$ cat src/rtl/zol_pkg.sv
// Package: shared encodings for the zero-overhead loop controller.
// Assumes: consumers cast nsel_e to a 2-bit port.
package zol_pkg;
    typedef enum logic [1:0] {
        NS_SEQ  = 2'd0,
        NS_TOP  = 2'd1,
        NS_EXIT = 2'd2
    } nsel_e;
endpackage

$ cat src/rtl/zol_stack.sv
// Module: zol_stack - LIFO with empty flag and sticky overflow.
// Push to a full stack is dropped and sets ovf_o until reset.
// Push together with an effective pop rewrites the top entry.
// Assumes DEPTH >= 2; top_o is zero when empty.
module zol_stack #(
    parameter int W     = 8,
    parameter int DEPTH = 4
) (
    input  logic         clk,
    input  logic         rst_n,
    input  logic         push_i,
    input  logic         pop_i,
    input  logic [W-1:0] din_i,
    output logic [W-1:0] top_o,
    output logic         empty_o,
    output logic         ovf_o
);
    localparam int PW = $clog2(DEPTH + 1);
    localparam int IW = $clog2(DEPTH);

    logic [W-1:0]  mem [DEPTH];
    logic [PW-1:0] fill;
    logic [PW-1:0] fill_m1;
    logic          do_pop;
    logic          full;

    assign fill_m1 = fill - PW'(1);
    assign empty_o = (fill == '0);
    assign full    = (fill == PW'(DEPTH));
    assign do_pop  = pop_i && !empty_o;
    assign top_o   = empty_o ? '0 : mem[fill_m1[IW-1:0]];

    // Fill level and sticky overflow.
    always_ff @(posedge clk) begin
        if (!rst_n) begin
            fill  <= '0;
            ovf_o <= 1'b0;
        end else if (do_pop && !push_i) begin
            fill <= fill_m1;
        end else if (push_i && !do_pop) begin
            if (full) ovf_o <= 1'b1;
            else      fill  <= fill + PW'(1);
        end
    end

    // Entry storage: rewrite top on push+pop, append on plain push.
    always_ff @(posedge clk) begin
        if (rst_n && push_i) begin
            if (do_pop)     mem[fill_m1[IW-1:0]] <= din_i;
            else if (!full) mem[fill[IW-1:0]]    <= din_i;
        end
    end
endmodule

$ cat src/rtl/zol_downcnt.sv
// Module: zol_downcnt - loop down counter with a count stack.
// Load pushes the old count. A check at count 1 raises the expired
// flag and restores the outer count (0 if none). Any other check
// decrements. Load has priority over check.
module zol_downcnt #(
    parameter int CNTW   = 14,
    parameter int SDEPTH = 4
) (
    input  logic            clk,
    input  logic            rst_n,
    input  logic            load_i,
    input  logic [CNTW-1:0] data_i,
    input  logic            check_i,
    output logic [CNTW-1:0] count_o,
    output logic            ce_o,
    output logic            empty_o,
    output logic            ovf_o
);
    logic [CNTW-1:0] saved;
    logic            last;
    logic            pop_now;

    assign last    = (count_o == CNTW'(1));
    assign pop_now = check_i && !load_i && last;

    zol_stack #(.W(CNTW), .DEPTH(SDEPTH)) u_cstk (
        .clk    (clk),
        .rst_n  (rst_n),
        .push_i (load_i),
        .pop_i  (pop_now),
        .din_i  (count_o),
        .top_o  (saved),
        .empty_o(empty_o),
        .ovf_o  (ovf_o)
    );

    // Count register and expired flag.
    always_ff @(posedge clk) begin
        if (!rst_n) begin
            count_o <= '0;
            ce_o    <= 1'b0;
        end else if (load_i) begin
            count_o <= data_i;
            ce_o    <= 1'b0;
        end else if (check_i) begin
            ce_o    <= last;
            count_o <= last ? saved : count_o - CNTW'(1);
        end
    end
endmodule

$ cat src/rtl/zol_ctrl.sv
// Module: zol_ctrl - zero-overhead loop controller (top).
// Compares pc_i against the top loop end address every cycle and picks
// the next fetch address. The exit condition is evaluated outside the
// block and returned on cond_true_i. Counter and stack flags are
// reported as is.
module zol_ctrl
    import zol_pkg::*;
#(
    parameter int AW         = 14,
    parameter int CW         = 4,
    parameter int CNTW       = 14,
    parameter int LOOP_DEPTH = 4,
    parameter int PC_DEPTH   = 16,
    parameter int CNT_DEPTH  = 4
) (
    input  logic            clk,
    input  logic            rst_n,
    input  logic [AW-1:0]   pc_i,
    input  logic            do_push_i,
    input  logic [AW-1:0]   do_end_i,
    input  logic [CW-1:0]   do_cond_i,
    input  logic            cond_true_i,
    input  logic            cnt_load_i,
    input  logic [CNTW-1:0] cnt_data_i,
    input  logic            cnt_check_i,
    output logic [1:0]      nxt_sel_o,
    output logic [AW-1:0]   nxt_pc_o,
    output logic [CW-1:0]   loop_cond_o,
    output logic [CNTW-1:0] count_o,
    output logic            ce_o,
    output logic            loop_empty_o,
    output logic            loop_ovf_o,
    output logic            pc_empty_o,
    output logic            pc_ovf_o,
    output logic            cnt_empty_o,
    output logic            cnt_ovf_o
);
    localparam int LW = AW + CW;

    logic [LW-1:0] lp_top;
    logic [AW-1:0] pc_top;
    logic [AW-1:0] pc_inc;
    logic          at_end;
    logic          exit_now;
    nsel_e         sel;

    assign pc_inc      = pc_i + AW'(1);
    assign at_end      = !loop_empty_o && (pc_i == lp_top[LW-1:CW]);
    assign exit_now    = at_end && cond_true_i;
    assign loop_cond_o = lp_top[CW-1:0];
    assign nxt_sel_o   = sel;

    // Next-address source and value.
    always_comb begin
        if (!at_end) begin
            sel      = NS_SEQ;
            nxt_pc_o = pc_inc;
        end else if (cond_true_i) begin
            sel      = NS_EXIT;
            nxt_pc_o = pc_inc;
        end else begin
            sel      = NS_TOP;
            nxt_pc_o = pc_top;
        end
    end

    zol_stack #(.W(LW), .DEPTH(LOOP_DEPTH)) u_loop_stk (
        .clk    (clk),
        .rst_n  (rst_n),
        .push_i (do_push_i),
        .pop_i  (exit_now),
        .din_i  ({do_end_i, do_cond_i}),
        .top_o  (lp_top),
        .empty_o(loop_empty_o),
        .ovf_o  (loop_ovf_o)
    );

    zol_stack #(.W(AW), .DEPTH(PC_DEPTH)) u_pc_stk (
        .clk    (clk),
        .rst_n  (rst_n),
        .push_i (do_push_i),
        .pop_i  (exit_now),
        .din_i  (pc_inc),
        .top_o  (pc_top),
        .empty_o(pc_empty_o),
        .ovf_o  (pc_ovf_o)
    );

    zol_downcnt #(.CNTW(CNTW), .SDEPTH(CNT_DEPTH)) u_cnt (
        .clk    (clk),
        .rst_n  (rst_n),
        .load_i (cnt_load_i),
        .data_i (cnt_data_i),
        .check_i(cnt_check_i),
        .count_o(count_o),
        .ce_o   (ce_o),
        .empty_o(cnt_empty_o),
        .ovf_o  (cnt_ovf_o)
    );
endmodule

$ cat config.mk
export PLATFORM = sky130hd
export DESIGN_NAME = zol_ctrl
export DESIGN_NICKNAME = d
export VERILOG_FILES = /design/src/rtl/zol_pkg.sv /design/src/rtl/zol_stack.sv /design/src/rtl/zol_downcnt.sv /design/src/rtl/zol_ctrl.sv
export SDC_FILE = /design/constraint.sdc
export NUM_CORES = 1
export LEC_CHECK = 0
export BUFFER_PORTS_ARGS = -buffer_cell sky130_fd_sc_hd__buf_2
export CORE_ASPECT_RATIO = 2
export CORE_MARGIN = 3
export CORE_UTILIZATION = 37
export CTS_BUF_LIST = sky130_fd_sc_hd__clkbuf_4 sky130_fd_sc_hd__clkbuf_8
export CTS_CLUSTER_DIAMETER = 150
export DETAILED_ROUTE_END_ITERATION = 16
export GPL_ROUTABILITY_DRIVEN = 1
export GPL_TIMING_DRIVEN = 0
export PLACE_DENSITY = 0.63
export SLEW_MARGIN = 20
export SYNTH_ARGS = -nofsm -noshare
export SYNTH_HDL_FRONTEND = slang
export SYNTH_SLANG_ARGS = --single-unit
$ cat constraint.sdc
create_clock -name clk -period 9.6 [get_ports clk]
set_input_delay 0 -clock clk [delete_from_list [all_inputs] [get_ports clk]]
set_output_delay 0 -clock clk [all_outputs]
set_load 0.05 [all_outputs]
==> Flow_metrics.wiki <==
{| class="wikitable"
! Metric !! Value
|-
| Status || complete, but fails checks
|-
| Failing checks || hold timing
|-
| Ports || 93
|-
| Depth of the most critical reg-to-reg path || 23
|-
| Count of H-tree levels built during CTS || 2
|-
| Initial standard-cell utilization of the core || 37.57%
|-
| Die span in x || 154.6 µm
|-
| P_sw || 0.9316 mW
|-
| Die ar. || 46890 µm²
|-
| Gates resized, CTS repair || 0
|-
| Number of clock sinks || 381
|-
| Gr ovfl total || 0
|-
| Synth Net Count || ~1.1k
|-
| Final core area utilization || 44.15%
|-
| Endpoints failing hold || 15
|-
| Post-CTS Setup Bufs || 0
|-
| Hold Path Depth || 2
|-
| Sequential share of power || a little over half
|-
| Clock tree root driver cell || sky130_fd_sc_hd__clkbuf_8
|-
| Routed length per instance || 23.02 µm
|-
| Static Leak || 6.512 nW
|-
| Fin nets || 1260
|-
| HPWL reported at the end of detailed placement || 30.20 mm
|-
| Number of synthesized flops with an enable pin || about 350
|-
| Part of the power in the clock network || 30.6%
|-
| Floorplan row count || 108
|-
| Worst hold slack across all endpoints || -0.01303 ns
|-
| Share of final-layout standard cells stronger than drive strength 1 || around a quarter
|-
| Wirelength, routed || 40.93 mm
|-
| Min Tclk post-route || 6.484 ns
|-
| Req. time, crit path || 9.60 ns
|-
| Number of fillers in the final layout || 3942
|-
| XOR/XNOR share of the synthesized area || under 10%
|-
| FF+latch count, synth || 381
|-
| Skew final || 0.04864 ns
|-
| Hold crit path type || in2reg
|-
| Setup crit end kind || output pin
|-
| Cell internal power dissipation || approximately 2.6 mW
|-
| Register-to-register setup slack || 3.48 ns
|-
| Unrepaired setup endpoints after global routing || no
|-
| Leading register cell type out of synthesis || sky130_fd_sc_hd__edfxtp_1
|-
| MaxCap Viol Count || 0
|-
| Fraction of the mapped netlist area in compound gates || 6.346%
|-
| Largest family of logic cells by synthesized area || multiplexers
|-
| Portion of the post-synthesis area used by sequential elements || between 60% and 70%
|-
| Final period utilization || about two thirds
|-
| Iteration-0 DRC count of the detailed router || 494
|-
| Core box area || 43510 µm²
|-
| Count of pins over their slew limit || 0
|-
| Max clock buf depth || 3
|-
| Number of global-route vias before repair || 10.45k
|-
| Headroom to the max-slew limit || a little under a fifth
|-
| Transition time of the tightest slew-check pin || 1.214 ns
|-
| Clock tree from TritonCTS || built
|-
| Synthesis Warnings || 0
|-
| Mux cell area share after synthesis || 14.14%
|-
| Count of antenna-violating nets left after detailed routing || 0
|-
| Pre-Repair DR Iteration Count || 4
|-
| Area fraction in and, or, nand and nor cells after synthesis || ~6.3%
|-
| Summed instance area of the synthesized netlist || 16350 µm²
|-
| Layout area overhead || 17.54%
|-
| CP arrival || 6.48 ns
|-
| Total via count after detailed routing || around 9.5k
|-
| Max rail drop VDD || about 0.16 mV
|-
| Max Clk Rate || 154.2 MHz
|-
| Number of buffers inserted by port buffering || slightly above 90
|-
| Power density over the cells || approximately 180 nW/µm²
|-
| Share of total power in combinational logic || 15.7%
|-
| Total setup violations reported at the end of the flow || 0
|-
| Crit-path max FO || 10
|-
| Post-Synth Adder-Cell Area || 1.301%
|-
| Post-route DRC || 0
|-
| Routed via count divided by cell count || 5.343
|-
| Startpoint type of the worst setup path || flop
|-
| Vertical die dimension || 303.2 µm
|-
| Proportion of register bits with asynchronous set or reset after synthesis || 0%
|-
| Number of distinct standard cells referenced by the synthesized netlist || 65
|-
| Maximum number of pins on one net before global-route repair || 18
|-
| RePlAce Congestion || 0.9021
|-
| Fin Setup TNS || 0 ns
|-
| First-pass GRT wire length || roughly 62 mm
|-
| Total track usage || 17.54%
|-
| Insertion delay of the later-clocked pin in the worst-skew pair || around 0.6 ns
|-
| Syn Inst Count || 989
|-
| Clock-pin slew of the registers on the worst-case setup and hold paths || 0.07 ns
|-
| Initial antenna violation count || 4
|-
| Switching Share || about a quarter
|-
| Worst Setup Path Type || reg2out
|-
| Num CTS Buffers || 48
|-
| Synthesized area divided by synthesized cell count || around 17 µm²
|}
[power groups by stage]
stage / combinational, mW / clock [mW] / sequential [mW]
global placement: 0.523 / 0 / 1.92
CTS: 0.559 / 1.11 / 1.88
floorplan: 0.352 / 0 / 1.92
global route: 0.593 / 1.17 / 1.88
finish: 0.550 / 1.07 / 1.88
detailed placement: 0.543 / 0 / 1.92
[through the flow]
stage	setup slack (ns)	instances	area (µm²)	total power, mW
final	3.116	1778	19210	3.504
after global routing	2.896	1775	19200	3.643
after CTS	2.984	1774	19160	3.546
after detailed placement	3.438	1649	17900	2.460
after global placement	2.773	1630	17490	2.439
after floorplan	4.683	989	16350	2.276
[cells in the final DEF, fill, tap and decap left out, types with 14 or more instances in the layout]
cell and instances:
sky130_fd_sc_hd__and3_1 15, sky130_fd_sc_hd__nand3_1 17, sky130_fd_sc_hd__inv_1 23, sky130_fd_sc_hd__mux2i_1 19, sky130_fd_sc_hd__dfxtp_1 29, sky130_fd_sc_hd__edfxtp_1 352
sky130_fd_sc_hd__mux4_2 88, sky130_fd_sc_hd__a21oi_1 46, sky130_fd_sc_hd__clkinv_1 19, sky130_fd_sc_hd__dlygate4sd3_1 42, sky130_fd_sc_hd__buf_2 96, sky130_fd_sc_hd__clkbuf_1 41
sky130_fd_sc_hd__ha_1 17, sky130_fd_sc_hd__clkbuf_8 48, sky130_fd_sc_hd__nand2_1 50, sky130_fd_sc_hd__o21ai_0 19, sky130_fd_sc_hd__buf_8 14, sky130_fd_sc_hd__nor2b_1 21
sky130_fd_sc_hd__nor2_1 35
[path summary, 6_finish.rpt]
path / from / end
setup / recovery: u_loop_stk.fill[0]$_SDFFE_PN0P_ / nxt_pc_o[7]
hold / removal: pc_i[4] / u_pc_stk.mem[1][4]$_DFFE_PP_
setup reg to reg: u_loop_stk.fill[0]$_SDFFE_PN0P_ / u_pc_stk.fill[3]$_SDFFE_PN0P_
hold reg to reg: u_cnt.u_cstk.ovf_o$_SDFFE_PN0P_ / u_cnt.u_cstk.ovf_o$_SDFFE_PN0P_
[registers in the layout, summed over array words and instances (netlist names)]
| signal | flops |
|---|---|
| u_loop_stk.ovf_o | 1 |
| u_cnt.u_cstk.ovf_o | 1 |
| u_loop_stk.fill | 3 |
| u_cnt.u_cstk.mem | 56 |
| u_cnt.count_o | 14 |
| u_cnt.ce_o | 1 |
| u_loop_stk.mem | 72 |
| u_cnt.u_cstk.fill | 3 |
| u_pc_stk.ovf_o | 1 |
| u_pc_stk.mem | 224 |
| u_pc_stk.fill | 5 |
[cell type report]
type | count | area, µm² | area share [%]
Timing Repair Buffer | 152 | 1135 | 5.907
Buffer | 58 | 261.5 | 1.361
Antenna cell | 4 | 10.01 | 0.05210
Clock buffer | 56 | 720.7 | 3.751
Sequential cell | 381 | 11150 | 58.04
Clock inverter | 27 | 125.1 | 0.6513
Multi-Input combinational cell | 525 | 5022 | 26.14
Inverter | 25 | 98.84 | 0.5145
Tap cell | 550 | 688.2 | 3.582
[per-layer routing]
| layer | part of all wire, % | GRT usage (%) |
|---|---|---|
| met5 | 0 | 0 |
| met4 | 4.2 | 7.746 |
| met3 | 3.5 | 2.248 |
| met2 | 61 | 36.85 |
| met1 | 32 | 16.14 |
[critical path: stages (launching register included)]
cell	delay (ns)
sky130_fd_sc_hd__dfxtp_1	0.39
sky130_fd_sc_hd__buf_6	0.17
sky130_fd_sc_hd__buf_8	0.17
sky130_fd_sc_hd__buf_2	0.32
sky130_fd_sc_hd__inv_1	0.24
sky130_fd_sc_hd__ha_1	0.48
sky130_fd_sc_hd__buf_2	0.33
sky130_fd_sc_hd__mux4_2	0.40
sky130_fd_sc_hd__nor2_1	0.12
sky130_fd_sc_hd__nor2_1	0.04
sky130_fd_sc_hd__o311ai_0	0.98
sky130_fd_sc_hd__nand4bb_1	0.30
sky130_fd_sc_hd__or2_1	0.37
sky130_fd_sc_hd__clkbuf_1	0.34
sky130_fd_sc_hd__clkbuf_1	0.44
sky130_fd_sc_hd__o31ai_1	0.44
sky130_fd_sc_hd__buf_2	0.34
[cells in the mapped netlist (all sizes together) (17+ instances only)]
library cell	n	area (µm²)
edfxtp	352	10570
a21oi	51	259.0
o21ai	27	135.1
mux4	88	1982
nand3	17	85.08
nor2b	21	131.4
nor2	43	161.4
inv	23	86.33
mux2i	19	190.2
ha	17	212.7
clkbuf	41	153.9
nand2	50	187.7
xnor2	23	201.4
dfxtp	29	580.6
buf	17	107.6
[repair_timing]
item	4_1_cts	5_1_grt
endpoints found under the hold margin	110	0
hold buffers	42	0
setup endpoints to repair	0	0
[cells by family after synthesis]
kind of cell               Yosys count
xor gates and xnor gates            28
DFF                                381
and+or+nand+nor                    203
adders and majority gates           17
buffers and inverters               83
muxes                              119
AOI/OAI and AO/OA                  158
Power figures use the tool's default switching activity.
